==> src/rtl/sr_seq_pkg.sv <==
package sr_seq_pkg;

    parameter int unsigned WAKE_W   = 4;
    parameter int unsigned KEEP_W   = 4;
    parameter int unsigned SRLOW_W  = 6;
    parameter int unsigned LEVEL_W  = 5;
    parameter int unsigned WORD_W   = 32;

    parameter int unsigned WAKE_LSB  = 24;
    parameter int unsigned KEEP_LSB  = 16;
    parameter int unsigned SRLOW_LSB = 8;
    parameter int unsigned LEVEL_LSB = 0;
    parameter int unsigned HALF_BIT  = 31;

    parameter logic [WORD_W-1:0] CFG_RESET_WORD = 32'h0505_0403;

    localparam int unsigned MAX_AB = (WAKE_W > KEEP_W) ? WAKE_W : KEEP_W;
    localparam int unsigned MAX_CD = (SRLOW_W > LEVEL_W) ? SRLOW_W : LEVEL_W;
    localparam int unsigned CNT_W  = (MAX_AB > MAX_CD) ? MAX_AB : MAX_CD;

    typedef enum logic [2:0] {
        ST_IDLE       = 3'd0,
        ST_SRE        = 3'd1,
        ST_CLK_KEEP   = 3'd2,
        ST_RESIDE     = 3'd3,
        ST_CLK_WAKE   = 3'd4,
        ST_SRX        = 3'd5,
        ST_CKE_SETTLE = 3'd6
    } sr_state_e;

    typedef struct packed {
        logic               half_rate;
        logic [WAKE_W-1:0]  t_wake;
        logic [KEEP_W-1:0]  t_keep;
        logic [SRLOW_W-1:0] t_srlow;
        logic [LEVEL_W-1:0] t_level;
    } sr_cfg_t;

    typedef struct packed {
        logic [CNT_W-1:0] wake;
        logic [CNT_W-1:0] keep;
        logic [CNT_W-1:0] level;
        logic [CNT_W-1:0] low_min;
    } sr_eff_t;

    function automatic sr_cfg_t cfg_from_word(input logic [WORD_W-1:0] w);
        sr_cfg_t c;
        c.half_rate = w[HALF_BIT];
        c.t_wake    = w[WAKE_LSB  +: WAKE_W];
        c.t_keep    = w[KEEP_LSB  +: KEEP_W];
        c.t_srlow   = w[SRLOW_LSB +: SRLOW_W];
        c.t_level   = w[LEVEL_LSB +: LEVEL_W];
        return c;
    endfunction

    function automatic logic [WORD_W-1:0] word_from_cfg(input sr_cfg_t c);
        logic [WORD_W-1:0] w;
        w = '0;
        w[HALF_BIT]                = c.half_rate;
        w[WAKE_LSB  +: WAKE_W]     = c.t_wake;
        w[KEEP_LSB  +: KEEP_W]     = c.t_keep;
        w[SRLOW_LSB +: SRLOW_W]    = c.t_srlow;
        w[LEVEL_LSB +: LEVEL_W]    = c.t_level;
        return w;
    endfunction

endpackage

==> src/rtl/sr_cfg_regs.sv <==
module sr_cfg_regs
    import sr_seq_pkg::*;
(
    input  logic              clk,
    input  logic              rst_n,
    input  logic              wr_en,
    input  logic              wr_allow,
    input  logic [WORD_W-1:0] wdata,
    output sr_cfg_t           cfg,
    output logic [WORD_W-1:0] rdata
);

    sr_cfg_t cfg_q;

    // Field storage; updates only when the sequencer is idle.
    always_ff @(posedge clk or negedge rst_n) begin
        if (!rst_n) begin
            cfg_q <= cfg_from_word(CFG_RESET_WORD);
        end else if (wr_en && wr_allow) begin
            cfg_q <= cfg_from_word(wdata);
        end
    end

    assign cfg   = cfg_q;
    assign rdata = word_from_cfg(cfg_q);

endmodule

==> src/rtl/sr_eff_calc.sv <==
module sr_eff_calc
    import sr_seq_pkg::*;
(
    input  sr_cfg_t cfg,
    output sr_eff_t eff
);

    // Optional halving with round-up, then a floor of one cycle.
    function automatic logic [CNT_W-1:0] win_len(input logic [CNT_W-1:0] raw,
                                                 input logic             halve);
        logic [CNT_W:0] t;
        if (halve) begin
            t = ({1'b0, raw} + (CNT_W+1)'(1)) >> 1;
        end else begin
            t = {1'b0, raw};
        end
        if (t == '0) begin
            return CNT_W'(1);
        end
        return t[CNT_W-1:0];
    endfunction

    logic [CNT_W-1:0] srlow_eff;

    always_comb begin
        eff.wake  = win_len(CNT_W'(cfg.t_wake),  cfg.half_rate);
        eff.keep  = win_len(CNT_W'(cfg.t_keep),  1'b0);
        eff.level = win_len(CNT_W'(cfg.t_level), cfg.half_rate);
        srlow_eff = win_len(CNT_W'(cfg.t_srlow), 1'b0);
        // CKE low span must cover both the self-refresh and level minimums.
        eff.low_min = (srlow_eff > eff.level) ? srlow_eff : eff.level;
    end

endmodule

==> src/rtl/sr_win_cnt.sv <==
module sr_win_cnt #(
    parameter int unsigned W = 6
) (
    input  logic         clk,
    input  logic         rst_n,
    input  logic         load,
    input  logic [W-1:0] load_val,
    output logic         last
);

    logic [W-1:0] cnt_q;

    // Saturating down-counter; the cycle with count <= 1 is the final one.
    always_ff @(posedge clk or negedge rst_n) begin
        if (!rst_n) begin
            cnt_q <= '0;
        end else if (load) begin
            cnt_q <= load_val;
        end else if (cnt_q != '0) begin
            cnt_q <= cnt_q - W'(1);
        end
    end

    assign last = (cnt_q <= W'(1));

endmodule

==> src/rtl/sr_timing_seq.sv <==
module sr_timing_seq
    import sr_seq_pkg::*;
(
    input  logic        clk,
    input  logic        rst_n,
    input  logic        enter_req,
    input  logic        exit_req,
    input  logic        cfg_wr_en,
    input  logic [31:0] cfg_wdata,
    output logic [31:0] cfg_rdata,
    output logic        cmd_sre,
    output logic        cmd_srx,
    output logic        cke,
    output logic        mclk_en,
    output logic        ready
);

    sr_state_e        st_q;
    sr_state_e        st_nxt;
    sr_cfg_t          cfg;
    sr_eff_t          eff;
    logic             win_load;
    logic [CNT_W-1:0] win_val;
    logic             win_last;
    logic             low_load;
    logic [CNT_W-1:0] low_val;
    logic             low_last;
    logic             exit_pend_q;

    sr_cfg_regs u_cfg (
        .clk      (clk),
        .rst_n    (rst_n),
        .wr_en    (cfg_wr_en),
        .wr_allow (st_q == ST_IDLE),
        .wdata    (cfg_wdata),
        .cfg      (cfg),
        .rdata    (cfg_rdata)
    );

    sr_eff_calc u_eff (
        .cfg (cfg),
        .eff (eff)
    );

    // Shared window counter for keep, wake and level-settle phases.
    sr_win_cnt #(.W(CNT_W)) u_win (
        .clk      (clk),
        .rst_n    (rst_n),
        .load     (win_load),
        .load_val (win_val),
        .last     (win_last)
    );

    // CKE-low span counter, started in SRE with one cycle already spent.
    sr_win_cnt #(.W(CNT_W)) u_low (
        .clk      (clk),
        .rst_n    (rst_n),
        .load     (low_load),
        .load_val (low_val),
        .last     (low_last)
    );

    // State register
    always_ff @(posedge clk or negedge rst_n) begin
        if (!rst_n) begin
            st_q <= ST_IDLE;
        end else begin
            st_q <= st_nxt;
        end
    end

    // Pending exit: captured before residency, dropped on the way to CLK_WAKE.
    always_ff @(posedge clk or negedge rst_n) begin
        if (!rst_n) begin
            exit_pend_q <= 1'b0;
        end else if (st_nxt == ST_CLK_WAKE) begin
            exit_pend_q <= 1'b0;
        end else if (exit_req && (st_q == ST_SRE || st_q == ST_CLK_KEEP)) begin
            exit_pend_q <= 1'b1;
        end
    end

    // Next-state logic
    always_comb begin
        st_nxt = st_q;
        unique case (st_q)
            ST_IDLE:       if (enter_req)                st_nxt = ST_SRE;
            ST_SRE:                                      st_nxt = ST_CLK_KEEP;
            ST_CLK_KEEP:   if (win_last)                 st_nxt = ST_RESIDE;
            ST_RESIDE:     if (exit_req || exit_pend_q)  st_nxt = ST_CLK_WAKE;
            ST_CLK_WAKE:   if (win_last && low_last)     st_nxt = ST_SRX;
            ST_SRX:                                      st_nxt = ST_CKE_SETTLE;
            ST_CKE_SETTLE: if (win_last)                 st_nxt = ST_IDLE;
            default:                                     st_nxt = ST_IDLE;
        endcase
    end

    // Counter loads happen on the edge that enters the timed phase.
    always_comb begin
        win_load = 1'b0;
        win_val  = '0;
        unique case (st_q)
            ST_SRE: begin
                win_load = 1'b1;
                win_val  = eff.keep;
            end
            ST_RESIDE: begin
                win_load = (st_nxt == ST_CLK_WAKE);
                win_val  = eff.wake;
            end
            ST_SRX: begin
                win_load = 1'b1;
                win_val  = eff.level;
            end
            default: begin
                win_load = 1'b0;
            end
        endcase
        low_load = (st_q == ST_SRE);
        low_val  = eff.low_min - CNT_W'(1);
    end

    // Output decode
    always_comb begin
        cmd_sre = 1'b0;
        cmd_srx = 1'b0;
        cke     = 1'b1;
        mclk_en = 1'b1;
        ready   = 1'b0;
        unique case (st_q)
            ST_IDLE:       ready = 1'b1;
            ST_SRE: begin
                cmd_sre = 1'b1;
                cke     = 1'b0;
            end
            ST_CLK_KEEP:   cke = 1'b0;
            ST_RESIDE: begin
                cke     = 1'b0;
                mclk_en = 1'b0;
            end
            ST_CLK_WAKE:   cke = 1'b0;
            ST_SRX:        cmd_srx = 1'b1;
            ST_CKE_SETTLE: begin end
            default:       ready = 1'b0;
        endcase
    end

endmodule

==> config.mk <==
export PLATFORM = sky130hd
export DESIGN_NAME = sr_timing_seq
export DESIGN_NICKNAME = d
export VERILOG_FILES = /design/src/rtl/sr_seq_pkg.sv /design/src/rtl/sr_cfg_regs.sv /design/src/rtl/sr_eff_calc.sv /design/src/rtl/sr_win_cnt.sv /design/src/rtl/sr_timing_seq.sv
export SDC_FILE = /design/constraint.sdc
export NUM_CORES = 1
export LEC_CHECK = 0
export BUFFER_PORTS_ARGS = -buffer_cell sky130_fd_sc_hd__buf_2
export CAP_MARGIN = 20
export CORE_MARGIN = 1
export CORE_UTILIZATION = 47
export CTS_CLUSTER_DIAMETER = 150
export DETAILED_ROUTE_END_ITERATION = 16
export PLACE_DENSITY = 0.83
export SYNTH_ARGS = -nofsm -noshare
export SYNTH_HDL_FRONTEND = slang
export SYNTH_SLANG_ARGS = --single-unit
==> constraint.sdc <==
create_clock -name clk -period 3.31 [get_ports clk]
set_input_delay 0.1655 -clock clk [delete_from_list [all_inputs] [get_ports clk]]
set_output_delay 0.1655 -clock clk [all_outputs]
set_load 0.005 [all_outputs]
==> run metrics <==
Post-Place Worst Slack=-0.0950 ns; Worst Setup SP=u_cfg.cfg[1]; largest net degree at the start of global routing=37; CP cell instances=ha_4 > xnor2_1 > a21oi_2 > inv_1 > a41o_1 > ha_4 > nor2b_4 > o21ai_1 > a21oi_4 > nand2_1 > o21ai_2 > ha_2 > inv_2 > o22ai_2 > nand3_1 > o211ai_1 > nand3_1 > xor2_1 > o21ai_1; Detail Route Antenna Nets=0; # DRC=0; Req. time, crit path=3.53 ns; status=complete, but fails checks; Num CTS Buffers=5; Post-synth top flop=dfrtp_1; Slowest-stage cell, CP=dfstp_2; Slowest Stage Delay on Critical Path=0.57 ns; Hold WC Path Type=in -> reg; dominant cell type by area after synthesis=dfrtp_1; DR vias/cell=5.57; cell area after synthesis=2490 µm²; ant diodes=0; worst hold path depth=3; CP Launch Type=flop; Clk Tree Root Cell=clkbuf_8; layout cells sized above 1=35.1%; max cap viols=0; Clk pin slew, worst setup/hold paths=approximately 0.070 ns; Slew Viols, Final=0; fmax=291 MHz; Crit Reg-Reg Endpoint=u_low.cnt_q[4]; WP data arrival=3.65 ns; Initial DRC Count=110; Pwr Density=1300 nW/µm²; FF-to-FF setup slack=-0.12 ns; Placeable Area=~5100 µm²; Reg power frac=around 25%; WHS Endpoint=u_cfg.cfg[19]; clk_lat worst skew=0.30 ns; Crit. End Element=flop; number of global-route vias before repair=2233; Clock Skews=roughly 0.0093 ns; worst-path fanout max=5; Cell Int Power=roughly 2.2 mW; Final Cycle Share=104%; Area growth, synth to finish=27.0%; switching power=1.87 mW; failing checks=setup timing; fin cells=420; Hold Fails Final Rpt=0; register area share after synthesis=a little over a third; worst vdd ir=just over 0.7 mV; die area=5580 µm²; clock network power share=8.1%; IO buf count=49; grt ovf=0; DRT Wirelength=6670 µm; Ys Warns=0; routed length per instance=15.9 µm; Buffers & Inverters on Critical Path=2; clk buf depth=2; R2R Path Start=u_cfg.cfg[1]; Post-Synthesis Cells=281; post-synth top area share=29.2%; Post-Syn Area per Cell=8.85 µm²; TritonCTS clock tree=built; Synth area leaders=dfrtp_1 29%, dfstp_2 7.4%, ha_1 7.0%; Yosys reg bits=36; hold wc startpoint=cfg_wdata[31]; initial core utilization=48.7%; first-pass GRT wire length=a little over 10000 µm; drt pass-1 iters=4; Rel. slew slack=38.3%; Distinct cells, synth=45; post-layout net count=400; asr flop ratio synth=100%; crit path time final=3.43 ns; Worst Setup Path Type=reg -> reg; cells on worst reg2reg path=19; Setup WS post-layout=-0.122 ns; Layout fillers=426; worst-margin pin slew=0.925 ns; post-detail-place hpwl=4210 µm; Final Setup Violations=1; num rows=26; routability cong.=0.848; initial antenna violation count=0; EDFF count, synth=0; area occupied by multi-input gates=1570 µm²; RSZ-0062 raised after global routing=yes; Top Ports=74; Sw Share=45.5%; # clock sinks=36; via count=2338; final non-filler cell area=3160 µm²; Cell Area, Placed=2820 µm²; worst hold slack=approximately 0.067 ns; critical path's top delay family=compound AO/OA/AOI/OAI gates; Comb power frac=66.5%; H-tree levels=2; register area=910 µm²; total track usage=24.2%; Die Ht=74.7 µm; P_leak=approximately 1.4 nW; Placed Instances=397; die width=between 70 and 80 µm
## cell usage after synthesis (all sizes together), types with 2 or more instances
library cell and number:
dfrtp 29, dfstp 7, nor3 13, a211oi 2
buf 14, o211ai 3, and2 3, o22ai 4
a21oi 22, inv 12, mux2 18, ha 14
nor4 2, nand3 13, o21ai 26, nand2 28
and4b 2, mux2i 4, o21a 2, clkbuf 12
and3 2, nor2 18, xnor2 7, xor2 7
nor2b 2, nand3b 2
## logic make-up (layout without fill, tap and decap cells)
group | Yosys count | in the layout | share of synthesized area, %
and+or+nand+nor | 88 | 88 | 16.9
AOI/OAI and AO/OA | 67 | 67 | 16.7
buffers and inverters | 39 | 97 | 7.80
DFF | 36 | 36 | 36.6
muxes | 22 | 22 | 9.91
adders and majority gates | 14 | 14 | 7.05
xor gates and xnor gates | 14 | 14 | 4.93
other | 1 | 12 | 0.151
## sequential cells by signal, summed over array words and instances, names as in the netlist
signal,count
u_cfg.cfg,20
u_low.cnt_q,6
u_win.cnt_q,6
st_q,3
exit_pend_q,1
## stage by stage
stage	total power, mW	utilization (%)	setup TNS (ns)
2_1_floorplan	2.40	-	0
3_3_place_gp	2.97	55.1	0
3_5_place_dp	3.07	55.1	-0.0950
4_1_cts	3.62	59.2	0
5_1_grt	4.41	61.8	-0.345
6_report	4.12	61.8	-0.122
## worst reg2reg max path: cells and delay by family, from the launching register on
| family | cells | cell delay [ns] |
|---|---|---|
| AO/OA/AOI/OAI | 8 | 1.34 |
| adder cells (fa/ha/maj) | 3 | 0.58 |
| flip-flops | 1 | 0.57 |
| AND/OR/NAND/NOR | 4 | 0.47 |
| XOR/XNOR | 2 | 0.23 |
| buffers and inverters | 2 | 0.14 |
## power groups by stage
stage	Combinational [mW]	Clock (mW)	Sequential (mW)
finish	2.74	0.332	1.05
global route	2.97	0.358	1.09
CTS	2.27	0.331	1.01
detailed placement	2.05	0	1.02
global placement	1.97	0	1.01
floorplan	1.47	0	0.933
## layer usage
| layer | part of all wire [%] | wire [µm] | track usage [%] | vias up |
|---|---|---|---|---|
| li1 | - | - | - | 1101 |
| met1 | 42 | 2780 | 29.5 | 1130 |
| met2 | 50 | 3340 | 41.8 | 85 |
| met3 | 4.9 | 329 | 4.95 | 22 |
| met4 | 3.3 | 221 | 10.1 | 0 |
| met5 | 0 | 0 | 0 | - |
## how the worst max path moves through the flow
| stage | to | cells past startpoint |
|---|---|---|
| floorplan | u_low.cnt_q[4] | 16 |
| global placement | u_low.cnt_q[4] | 16 |
| detailed placement | u_low.cnt_q[4] | 16 |
| CTS | u_low.cnt_q[4] | 16 |
| global route | u_low.cnt_q[4] | 19 |
| finish | u_low.cnt_q[4] | 19 |
## what timing repair did
item                                   in CTS  in global routing
endpoints found under the hold margin       9                  0
pin swaps                                   8                 17
setup endpoints to repair                   1                  3
buffers inserted                            6                 10
hold buffers                                1                  0
resized for setup                          11                 18
## layout by cell type, fill, tap and decap left out, types with 8 or more instances in the layout
master,instances
nor3_1,13
dfrtp_1,29
a21oi_1,18
buf_2,49
inv_1,11
mux2_2,9
buf_4,25
ha_1,9
mux2_1,8
conb_1,12
o21ai_0,18
nand2_1,26
nand3_1,12
nor2_1,16
## layout make-up
class                      instances  area share [%]
inverter                          13            1.55
multi-input combinational        217            49.6
sequential                        36            28.8
timing repair buffer              76            14.4
tap                               70            2.77
clock buffer                       8            2.85
(Power assumes the default switching activity.)
